[config.mk]
export PLATFORM = sky130hd
export DESIGN_NAME = rob2t
export DESIGN_NICKNAME = d
export VERILOG_FILES = /design/src/rtl/rob2t.sv
export SDC_FILE = /design/constraint.sdc
export NUM_CORES = 2
export LEC_CHECK = 0
export BUFFER_PORTS_ARGS = -buffer_cell sky130_fd_sc_hd__buf_2
export CAP_MARGIN = 5
export CELL_PAD_IN_SITES_DETAIL_PLACEMENT = 0
export CELL_PAD_IN_SITES_GLOBAL_PLACEMENT = 1
export CORE_ASPECT_RATIO = 1.25
export CORE_UTILIZATION = 40
export DETAILED_ROUTE_END_ITERATION = 16
export PLACE_DENSITY_LB_ADDON = 0.25
export SLEW_MARGIN = 20
export SYNTH_ARGS = -nofsm -noshare
export SYNTH_HDL_FRONTEND = slang
export SYNTH_SLANG_ARGS = --single-unit
[constraint.sdc]
create_clock -name clk -period 8.6 [get_ports clk]
set_input_delay 0.86 -clock clk [delete_from_list [all_inputs] [get_ports clk]]
set_output_delay 0.86 -clock clk [all_outputs]
set_load 0.01 [all_outputs]
[src/rtl/rob2t.sv]
module rob2t #(
  parameter int HALF  = 16,
  parameter int DST_W = 5,
  parameter int TGT_W = 32,
  parameter int NCMP  = 2,
  parameter int RET_W = 3
) (
  input  logic                     clk,
  input  logic                     rst_n,
  input  logic                     alloc_vld,
  input  logic                     alloc_tid,
  input  logic [DST_W-1:0]         alloc_dst,
  input  logic                     alloc_br,
  output logic [$clog2(HALF):0]    alloc_idx,
  output logic [1:0]               alloc_stall,
  input  logic [NCMP-1:0]          cmp_vld,
  input  logic [NCMP*($clog2(HALF)+1)-1:0] cmp_idx,
  input  logic [NCMP-1:0]          cmp_exc,
  input  logic [NCMP-1:0]          cmp_taken,
  input  logic [NCMP*TGT_W-1:0]    cmp_tgt,
  input  logic [1:0]               flush,
  output logic [RET_W-1:0]         ret_vld,
  output logic                     ret_tid,
  output logic [RET_W*($clog2(HALF)+1)-1:0] ret_idx,
  output logic [RET_W*DST_W-1:0]   ret_dst,
  output logic [RET_W-1:0]         ret_br,
  output logic [RET_W-1:0]         ret_taken,
  output logic [RET_W*TGT_W-1:0]   ret_tgt,
  output logic [1:0]               exc_out
);
  localparam int SW = $clog2(HALF);
  localparam int IW = SW + 1;
  localparam int N  = 2 * HALF;
  localparam int CW = $clog2(RET_W + 1);

  logic [N-1:0]       e_vld, e_done, e_exc, e_br, e_tk;
  logic [DST_W-1:0]   e_dst [N];
  logic [TGT_W-1:0]   e_tgt [N];
  logic [SW:0]        head [2];
  logic [SW:0]        tail [2];
  logic               last_tid;

  logic [SW:0]        cnt [2];
  logic [IW-1:0]      hidx [2];
  logic [1:0]         rdy;
  logic               sel;
  logic [IW-1:0]      rk [RET_W];
  logic [RET_W-1:0]   ok;
  logic [CW-1:0]      n_ret;
  logic               alloc_go;

  assign alloc_idx = {alloc_tid, tail[alloc_tid][SW-1:0]};
  assign alloc_go  = alloc_vld && !alloc_stall[alloc_tid] && !flush[alloc_tid];
  assign sel       = (rdy[0] && rdy[1]) ? ~last_tid : rdy[1];
  assign ret_vld   = ok;
  assign ret_tid   = sel;

  always_comb begin
    for (int t = 0; t < 2; t++) begin
      cnt[t]         = tail[t] - head[t];
      alloc_stall[t] = (cnt[t] == (SW+1)'(HALF));
      hidx[t]        = {1'(t), head[t][SW-1:0]};
      exc_out[t]     = e_vld[hidx[t]] && e_done[hidx[t]] && e_exc[hidx[t]];
      rdy[t]         = e_vld[hidx[t]] && e_done[hidx[t]] && !e_exc[hidx[t]] && !flush[t];
    end
  end

  always_comb begin
    n_ret = '0;
    for (int k = 0; k < RET_W; k++) begin
      rk[k] = {sel, head[sel][SW-1:0] + SW'(k)};
      ok[k] = ((k == 0) ? rdy[sel] : ok[(k == 0) ? 0 : k-1])
              && e_vld[rk[k]] && e_done[rk[k]] && !e_exc[rk[k]];
      n_ret = n_ret + CW'(ok[k]);
      ret_idx[k*IW +: IW]       = rk[k];
      ret_dst[k*DST_W +: DST_W] = e_dst[rk[k]];
      ret_br[k]                 = e_br[rk[k]];
      ret_taken[k]              = e_tk[rk[k]];
      ret_tgt[k*TGT_W +: TGT_W] = e_tgt[rk[k]];
    end
  end

  always_ff @(posedge clk or negedge rst_n) begin
    if (!rst_n) begin
      e_vld    <= '0;
      e_done   <= '0;
      e_exc    <= '0;
      head[0]  <= '0;
      head[1]  <= '0;
      tail[0]  <= '0;
      tail[1]  <= '0;
      last_tid <= 1'b1;
    end else begin
      for (int k = 0; k < RET_W; k++)
        if (ok[k]) e_vld[rk[k]] <= 1'b0;
      if (|ok) begin
        head[sel] <= head[sel] + (SW+1)'(n_ret);
        last_tid  <= sel;
      end
      if (alloc_go) begin
        e_vld[alloc_idx]  <= 1'b1;
        e_done[alloc_idx] <= 1'b0;
        e_exc[alloc_idx]  <= 1'b0;
        tail[alloc_tid]   <= tail[alloc_tid] + 1'b1;
      end
      for (int c = 0; c < NCMP; c++) begin
        if (cmp_vld[c] && e_vld[cmp_idx[c*IW +: IW]]) begin
          e_done[cmp_idx[c*IW +: IW]] <= 1'b1;
          e_exc[cmp_idx[c*IW +: IW]]  <= cmp_exc[c];
        end
      end
      for (int t = 0; t < 2; t++) begin
        if (flush[t]) begin
          for (int s = 0; s < HALF; s++) e_vld[{1'(t), SW'(s)}] <= 1'b0;
          head[t] <= '0;
          tail[t] <= '0;
        end
      end
    end
  end

  always_ff @(posedge clk) begin
    if (alloc_go) begin
      e_dst[alloc_idx] <= alloc_dst;
      e_br[alloc_idx]  <= alloc_br;
    end
    for (int c = 0; c < NCMP; c++) begin
      if (cmp_vld[c] && e_vld[cmp_idx[c*IW +: IW]]) begin
        e_tk[cmp_idx[c*IW +: IW]]  <= cmp_taken[c];
        e_tgt[cmp_idx[c*IW +: IW]] <= cmp_tgt[c*TGT_W +: TGT_W];
      end
    end
  end

  AST_NO_OVERFLOW: assert property (@(posedge clk) disable iff (!rst_n)
    cnt[0] <= (SW+1)'(HALF) && cnt[1] <= (SW+1)'(HALF)) else $error("half overfilled");
  AST_RET_PREFIX: assert property (@(posedge clk) disable iff (!rst_n)
    ((ret_vld + 1'b1) & ret_vld) == '0) else $error("retire slots not contiguous");
  AST_ALTERNATE: assert property (@(posedge clk) disable iff (!rst_n)
    ($past(|ret_vld) && rdy[0] && rdy[1]) |-> ret_tid != $past(ret_tid)) else $error("no alternation");
  AST_EXC_HALT0: assert property (@(posedge clk) disable iff (!rst_n)
    exc_out[0] |-> !(ret_vld[0] && !ret_tid)) else $error("thread 0 retired past fault");
  AST_EXC_HALT1: assert property (@(posedge clk) disable iff (!rst_n)
    exc_out[1] |-> !(ret_vld[0] && ret_tid)) else $error("thread 1 retired past fault");
  AST_FLUSH_EMPTY: assert property (@(posedge clk) disable iff (!rst_n)
    flush[0] |=> (!alloc_stall[0] && !exc_out[0])) else $error("flush left state");
endmodule

Word-level counts from Yosys, hierarchy flattened

Memories as Yosys holds them, arrays and structs flattened.
Cells that the tools add are included.

Add/sub/neg operators: 8
Magnitude comparators: 20
Equal/unequal tests: 2
Mux-type cells: 108
Bitwise gates (word level): 15
Reductions and logical operators: 44

Operators by type and width:

| cell                                                                         | number |
|---|---|
| 32-bit two-way mux                                                           | 12 |
| 32-bit AND                                                                   | 5 |
| 32-bit bitwise mux                                                           | 5 |
| 32-bit NOT                                                                   | 4 |
| 32-bit OR                                                                    | 3 |
| 1-bit binary-select mux with 5-bit select                                    | 17 |
| 5-bit two-way mux                                                            | 12 |
| 5-bit by 6-bit less-than comparator with 1-bit output, second input constant | 7 |
| 1-bit two-way mux                                                            | 42 |
| 16-bit two-way mux                                                           | 2 |
| 1-bit demux with 5-bit select                                                | 6 |
| 5-bit by 1-bit >= comparator with 1-bit output, second input constant        | 6 |
| 1-bit logical AND                                                            | 30 |
| 1-bit binary-select mux with 4-bit select                                    | 6 |
| 10-bit bitwise mux                                                           | 2 |
| 10-bit two-way mux                                                           | 2 |
| 5-bit demux with 1-bit select                                                | 2 |
| 5-bit == test, second input constant                                         | 2 |
| 5-bit subtractor                                                             | 2 |
| 1-bit zero test                                                              | 9 |
| 2-bit nonzero test                                                           | 4 |
| 4-bit by 6-bit less-than comparator with 1-bit output, second input constant | 1 |
| 5-bit by 1-bit adder with 5-bit output, second input constant                | 1 |
| 5-bit by 2-bit adder with 5-bit output                                       | 1 |
| 10 further kinds                                                             | 14 |

Register bits after elaboration: 181
Memory bits (writable): 1184
Input bits: 92
Logic and storage cells: 209
Memories kept: 2

Memories:

| memory | depth | bits a word | read ports | clocked after memory_dff | write ports | line | RTL |
|---|---|---|---|---|---|---|---|
| e_tgt  | 32    | 32          | 3          | 0                        | 2           | 38   | `logic [TGT_W-1:0] e_tgt [N];` |
| e_dst  | 32    | 5           | 3          | 0                        | 1           | 37   | `logic [DST_W-1:0] e_dst [N];` |

Depth between registers and ports, before layout

Word-level depth: 27
Mapped depth: 37
Gate-level depth less buffers: 27

Worst setup path before layout

Ideal clock, no wire load.

Path type: flip-flop to flip-flop
Start point: register head[5] in the netlist's numbering
End point: register head[7] in the netlist's numbering
Library setup time: 0.125 ns
Arrival: 7.807 ns
Data required time: 8.475 ns
Setup slack: 0.669 ns
Stages on the path, launching flop included: 34
Path buffers: 10
Cells stage by stage: dfrtp_1 > buf_2 > mux4_2 > a22o_1 > nor2_1 > nand4b_1 > nand3_1 > inv_2 > o21ai_2 > buf_2 > buf_2 > buf_2 > buf_2 > buf_2 > buf_2 > ha_1 > clkbuf_1 > nand2_1 > xnor2_1 > nand4_1 > nand2_1 > buf_2 > nand2_1 > o221ai_1 > a211oi_2 > clkbuf_1 > a21o_1 > fa_1 > ha_1 > inv_1 > fa_1 > or3_1 > o31ai_1 > mux2_2

Longest elaborated chain between the ends: 27

RTL lines:

| what                                                        | line | RTL |
|---|---|---|
| from (decl)                                                 | 39   | `logic [SW:0] head [2];` |
| from (signal, indexed assignment)                           | 97   | `head[sel] <= head[sel] + (SW+1)'(n_ret);` |
| 1-bit binary-select mux with 4-bit select                   | 64   | `rdy[t] = e_vld[hidx[t]] && e_done[hidx[t]] && !e_exc[hidx[t]] && !flush[t];` |
| 1-bit two-way mux (implied by the code)                     | 64   |  |
| 1-bit logical AND / 1-bit zero test (equally long branches) | 64   |  |
| 1-bit logical AND (*) (2 in a row)                          | 64   |  |
| 1-bit logical AND (*)                                       | 54   | `assign sel = (rdy[0] && rdy[1]) ? ~last_tid : rdy[1];` |
| 1-bit two-way mux (*)                                       | 54   |  |
| 1-bit NOT with 2-bit output (implied by the code) (*)       | 71   | `rk[k] = {sel, head[sel][SW-1:0] + SW'(k)};` |
| 5-bit two-way mux (implied by the code) (*) (3 in a row)    | 97   |  |
| named net ret_idx[1]                                        | 24   | `output logic [RET_W*($clog2(HALF)+1)-1:0] ret_idx,` |
| [... 7 more ...]                                            | -    |  |
| 1-bit logical AND (*)                                       | 73   | `&& e_vld[rk[k]] && e_done[rk[k]] && !e_exc[rk[k]];` |
| named net ret_vld[1]                                        | 22   | `output logic [RET_W-1:0] ret_vld,` |
| 1-bit logical AND (3 in a row)                              | 73   |  |
| 2-bit by 1-bit adder with 2-bit output                      | 74   | `n_ret = n_ret + CW'(ok[k]);` |
| 5-bit by 2-bit adder with 5-bit output                      | 97   |  |
| 10-bit bitwise mux                                          | 97   |  |
| 10-bit two-way mux                                          | 96   | `if (\|ok) begin` |
| 5-bit two-way mux                                           | 113  | `if (flush[t]) begin` |

Mark *: on every way through the listed nets, which the timed path passes. The select of a mux whose other input is x is not followed.
A chain may end at the register's enable or synchronous reset.

Worst setup path after layout

Start point: register head[5] in the netlist's numbering
End point: output ret_tgt[4]

Longest elaborated chain between the ends: 12

RTL lines:

| what                                                        | line | RTL |
|---|---|---|
| 1-bit binary-select mux with 4-bit select                   | 64   |  |
| 1-bit two-way mux (implied by the code)                     | 64   |  |
| 1-bit logical AND / 1-bit zero test (equally long branches) | 64   |  |
| 1-bit logical AND (2 in a row)                              | 64   |  |
| 1-bit logical AND                                           | 54   |  |
| 1-bit two-way mux                                           | 54   |  |
| 1-bit NOT with 2-bit output (implied by the code)           | 71   |  |
| 5-bit two-way mux (3 in a row)                              | -    |  |
| memory 32 x 32 bit (*)                                      | -    |  |
| to (decl)                                                   | 28   | `output logic [RET_W*TGT_W-1:0] ret_tgt,` |

Mark *: on every way between the ends. The rest lies on a longest branch, timed or not. The select of a mux whose other input is x is not followed.

==> impl_metrics.json <==
{
  "dpl.cell_count": 11500,
  "maxCapViolations": 0,
  "core_area_um2": 231000,
  "tns_ns": 0,
  "grt_pass1_wl_mm": 624,
  "die_h_um": 542,
  "synth_top_area_share_pct": 39.2,
  "syn_to_final_growth_pct": 10.8,
  "io_pins": 237,
  "worstReg2RegStart": "head[5]",
  "slew_headroom_pct": 13.9,
  "finalHoldViolCount": 0,
  "setup_violations": 0,
  "drt-pass1-iter-count": 8,
  "endpoint_kind": "primary output",
  "cts.clk_slew.worst_paths_ns": 0.07,
  "reg2reg_to": "head[9]",
  "grt_usage_pct": 38.1,
  "avgSynthCellArea_um2": 10.5,
  "min_period_over_period_pct": 99.4,
  "status": "finished clean",
  "yosys.area.top_type": "edfxtp_1",
  "antenna_found_initial": 59,
  "dieArea_um2": 235000,
  "synthCells": 8845,
  "p_per_area_nw_per_um2": 146,
  "cts_buffers": 166,
  "start_kind": "register",
  "startpoint": "head[5]",
  "routed_wirelength_mm": 459,
  "fin_crit_ns": 8.55,
  "final_cell_area_um2": 103000,
  "h-tree-depth": 4,
  "synthFlopType": "edfxtp_1",
  "p_leak_nw": 36.0,
  "drc": 0,
  "fmax_mhz": 117,
  "layout-drive-gt1-share_pct": 27.8,
  "hpwl_mm": 277,
  "ys_types": 91,
  "worstRegToRegCells": 27,
  "worst-setup-path-type": "reg2out",
  "wl_per_cell_um": 38.7,
  "postRouteAntennaNets": 0,
  "die_x_um": 434,
  "vias": 81300,
  "fillers": 21700,
  "clock-skew-final_ns": 0.0505,
  "clk_path_buf_depth": 4,
  "hp-class": "in2async",
  "synth_area_leaders": "edfxtp_1 (39%), mux2_2 (12%), mux4_2 (12%)",
  "ys_warn_count": 0,
  "synth-seq-cells": 1365,
  "synthesis.area_um2": 93200,
  "synthArstFlopShare_pct": 8.57,
  "worst_pin_slew_ns": 1.29,
  "io_buffers": 236,
  "final_nets": 8693,
  "placed_area_um2": 97600,
  "cts_tree": "done",
  "root_buffer": "clkbuf_16",
  "hold_buffers": 0,
  "yosysSeqAreaShare_pct": 43.0,
  "final_cell_count_no_fill": 11900,
  "rows": 197,
  "clk_latency_ns": 0.87,
  "r2r_slack_ns": 0.84,
  "critPathMaxFanout": 77,
  "numClockSinks": 1365,
  "place.gp.congestion": 0.975,
  "drt-initial-drc-count": 12400,
  "required_ns": 7.74,
  "grt_max_degree": 187,
  "ir_worst_vdd_mv": 0.144,
  "synth-edff-count": 1216,
  "worstPathArrival_ns": 7.69,
  "grt_pass1_vias": 76500,
  "final_max_slew_viol_count": 0,
  "rsz0062_at_grt": "false",
  "syn_nets": 8957,
  "via_per_inst": 6.86,
  "cp-endpoint": "ret_tgt[4]",
  "initial_core_util_pct": 40.3,
  "grt-ovfl-total": 0
}
where the power goes:
group / leakage [nW] / switching (mW) / internal [mW] / total (mW)
clock network: 2.61 / 3.06 / 4.13 / 7.19
logic: 20.6 / 0.359 / 0.237 / 0.596
registers: 12.8 / 0.0217 / 7.24 / 7.26
cell usage after synthesis (116+ instances only):
master / instances
a21oi_1: 163
and3_1: 117
buf_2: 177
clkbuf_1: 644
dfrtp_1: 116
edfxtp_1: 1216
mux2_2: 1031
mux2i_1: 421
mux4_2: 498
nand2_1: 2121
nand3_1: 1101
nor2_1: 169
o21ai_0: 146
cell usage in the layout (no fill, tap or decap), drive strengths merged, types with 75 or more instances in the layout:
cell / n
a21oi: 164
a311oi: 75
and3: 117
buf: 486
clkbuf: 207
dfrtp: 116
edfxtp: 1216
mux2: 1032
mux2i: 421
mux4: 498
nand2: 2121
nand3: 1101
nor2: 170
o21ai: 147
metrics by stage:
step	setup slack [ns]	hold WS [ns]	utilization, %	power, mW
2_1_floorplan	0.669	0.450	-	7.78
3_3_place_gp	0.881	0.465	42.2	7.96
3_5_place_dp	0.840	0.466	42.3	7.98
4_1_cts	0.0293	0.139	44.6	15.1
5_1_grt	0.0846	0.178	44.7	15.3
6_report	0.0516	0.130	44.7	15.0
cell type report:
class                           instances  area [um^2]  share of cell area [%]
Tap cell                             3084         3860                    3.74
Clock inverter                         85          852                   0.826
Multi-Input combinational cell       6491        50000                    48.4
Clock buffer                          207         4470                    4.33
Inverter                               71          312                   0.302
Timing Repair Buffer                  486         3460                    3.35
Antenna cell                           63          158                   0.153
Sequential cell                      1365        40100                    38.9
worst min path at each step:
| stage | start | endpoint | slack, ns | depth (start not counted) |
|---|---|---|---|---|
| after floorplan | e_done[21] | e_done[21] | 0.45 | 1 |
| after global placement | e_done[4] | e_done[4] | 0.46 | 1 |
| after detailed placement | e_done[4] | e_done[4] | 0.47 | 1 |
| after CTS | rst_n | e_done[27] | 0.14 | 1 |
| after global routing | rst_n | e_done[27] | 0.18 | 1 |
| final | rst_n | e_done[27] | 0.13 | 1 |
cell families (layout without fill, tap and decap cells):
logic type	after synthesis	in the layout	synth area share, %
buffers and inverters	989	849	4.25
AO/OA/AOI/OAI	800	800	5.91
adder cells (fa/ha/maj)	20	20	0.285
flip-flops	1365	1365	43.0
AND/OR/NAND/NOR	3700	3700	17.3
other	0	63	0
XOR/XNOR	20	20	0.188
multiplexers	1951	1951	29.0
flip-flops by register name, indices dropped and copies added (netlist names):
| name | count |
|---|---|
| e_br | 32 |
| e_done | 32 |
| e_dst | 160 |
| e_exc | 32 |
| e_tgt | 1024 |
| e_tk | 32 |
| e_vld | 32 |
| head | 10 |
| last_tid | 1 |
| tail | 10 |
layer usage:
layer / global-route usage [%] / part of all wire, %
met1: 46.3 / 35
met5: 0 / 0.037
met3: 10.4 / 12
met4: 29.7 / 9.1
met2: 57.0 / 44
worst max-delay path, cell delays in order (launching register included):
cell      delay [ns]
dfrtp_1         0.73
buf_4           0.35
mux4_2          0.39
a221oi_1        0.37
nand4b_1        0.30
buf_4           0.30
nand4_1         0.44
o21ai_4         0.27
inv_8           0.40
buf_6           0.54
buf_4           0.77
nand2_1         0.12
nand3_1         0.10
and3_1          0.16
a311oi_1        0.05
a311oi_1        0.59
a31o_2          0.45
buf_2           0.21
timing repair:
action                     CTS  global route
setup buffers                0             2
setup endpoints to repair    1             6
gates resized for setup      1             5
Note: power is estimated with default switching activity, not from simulation.
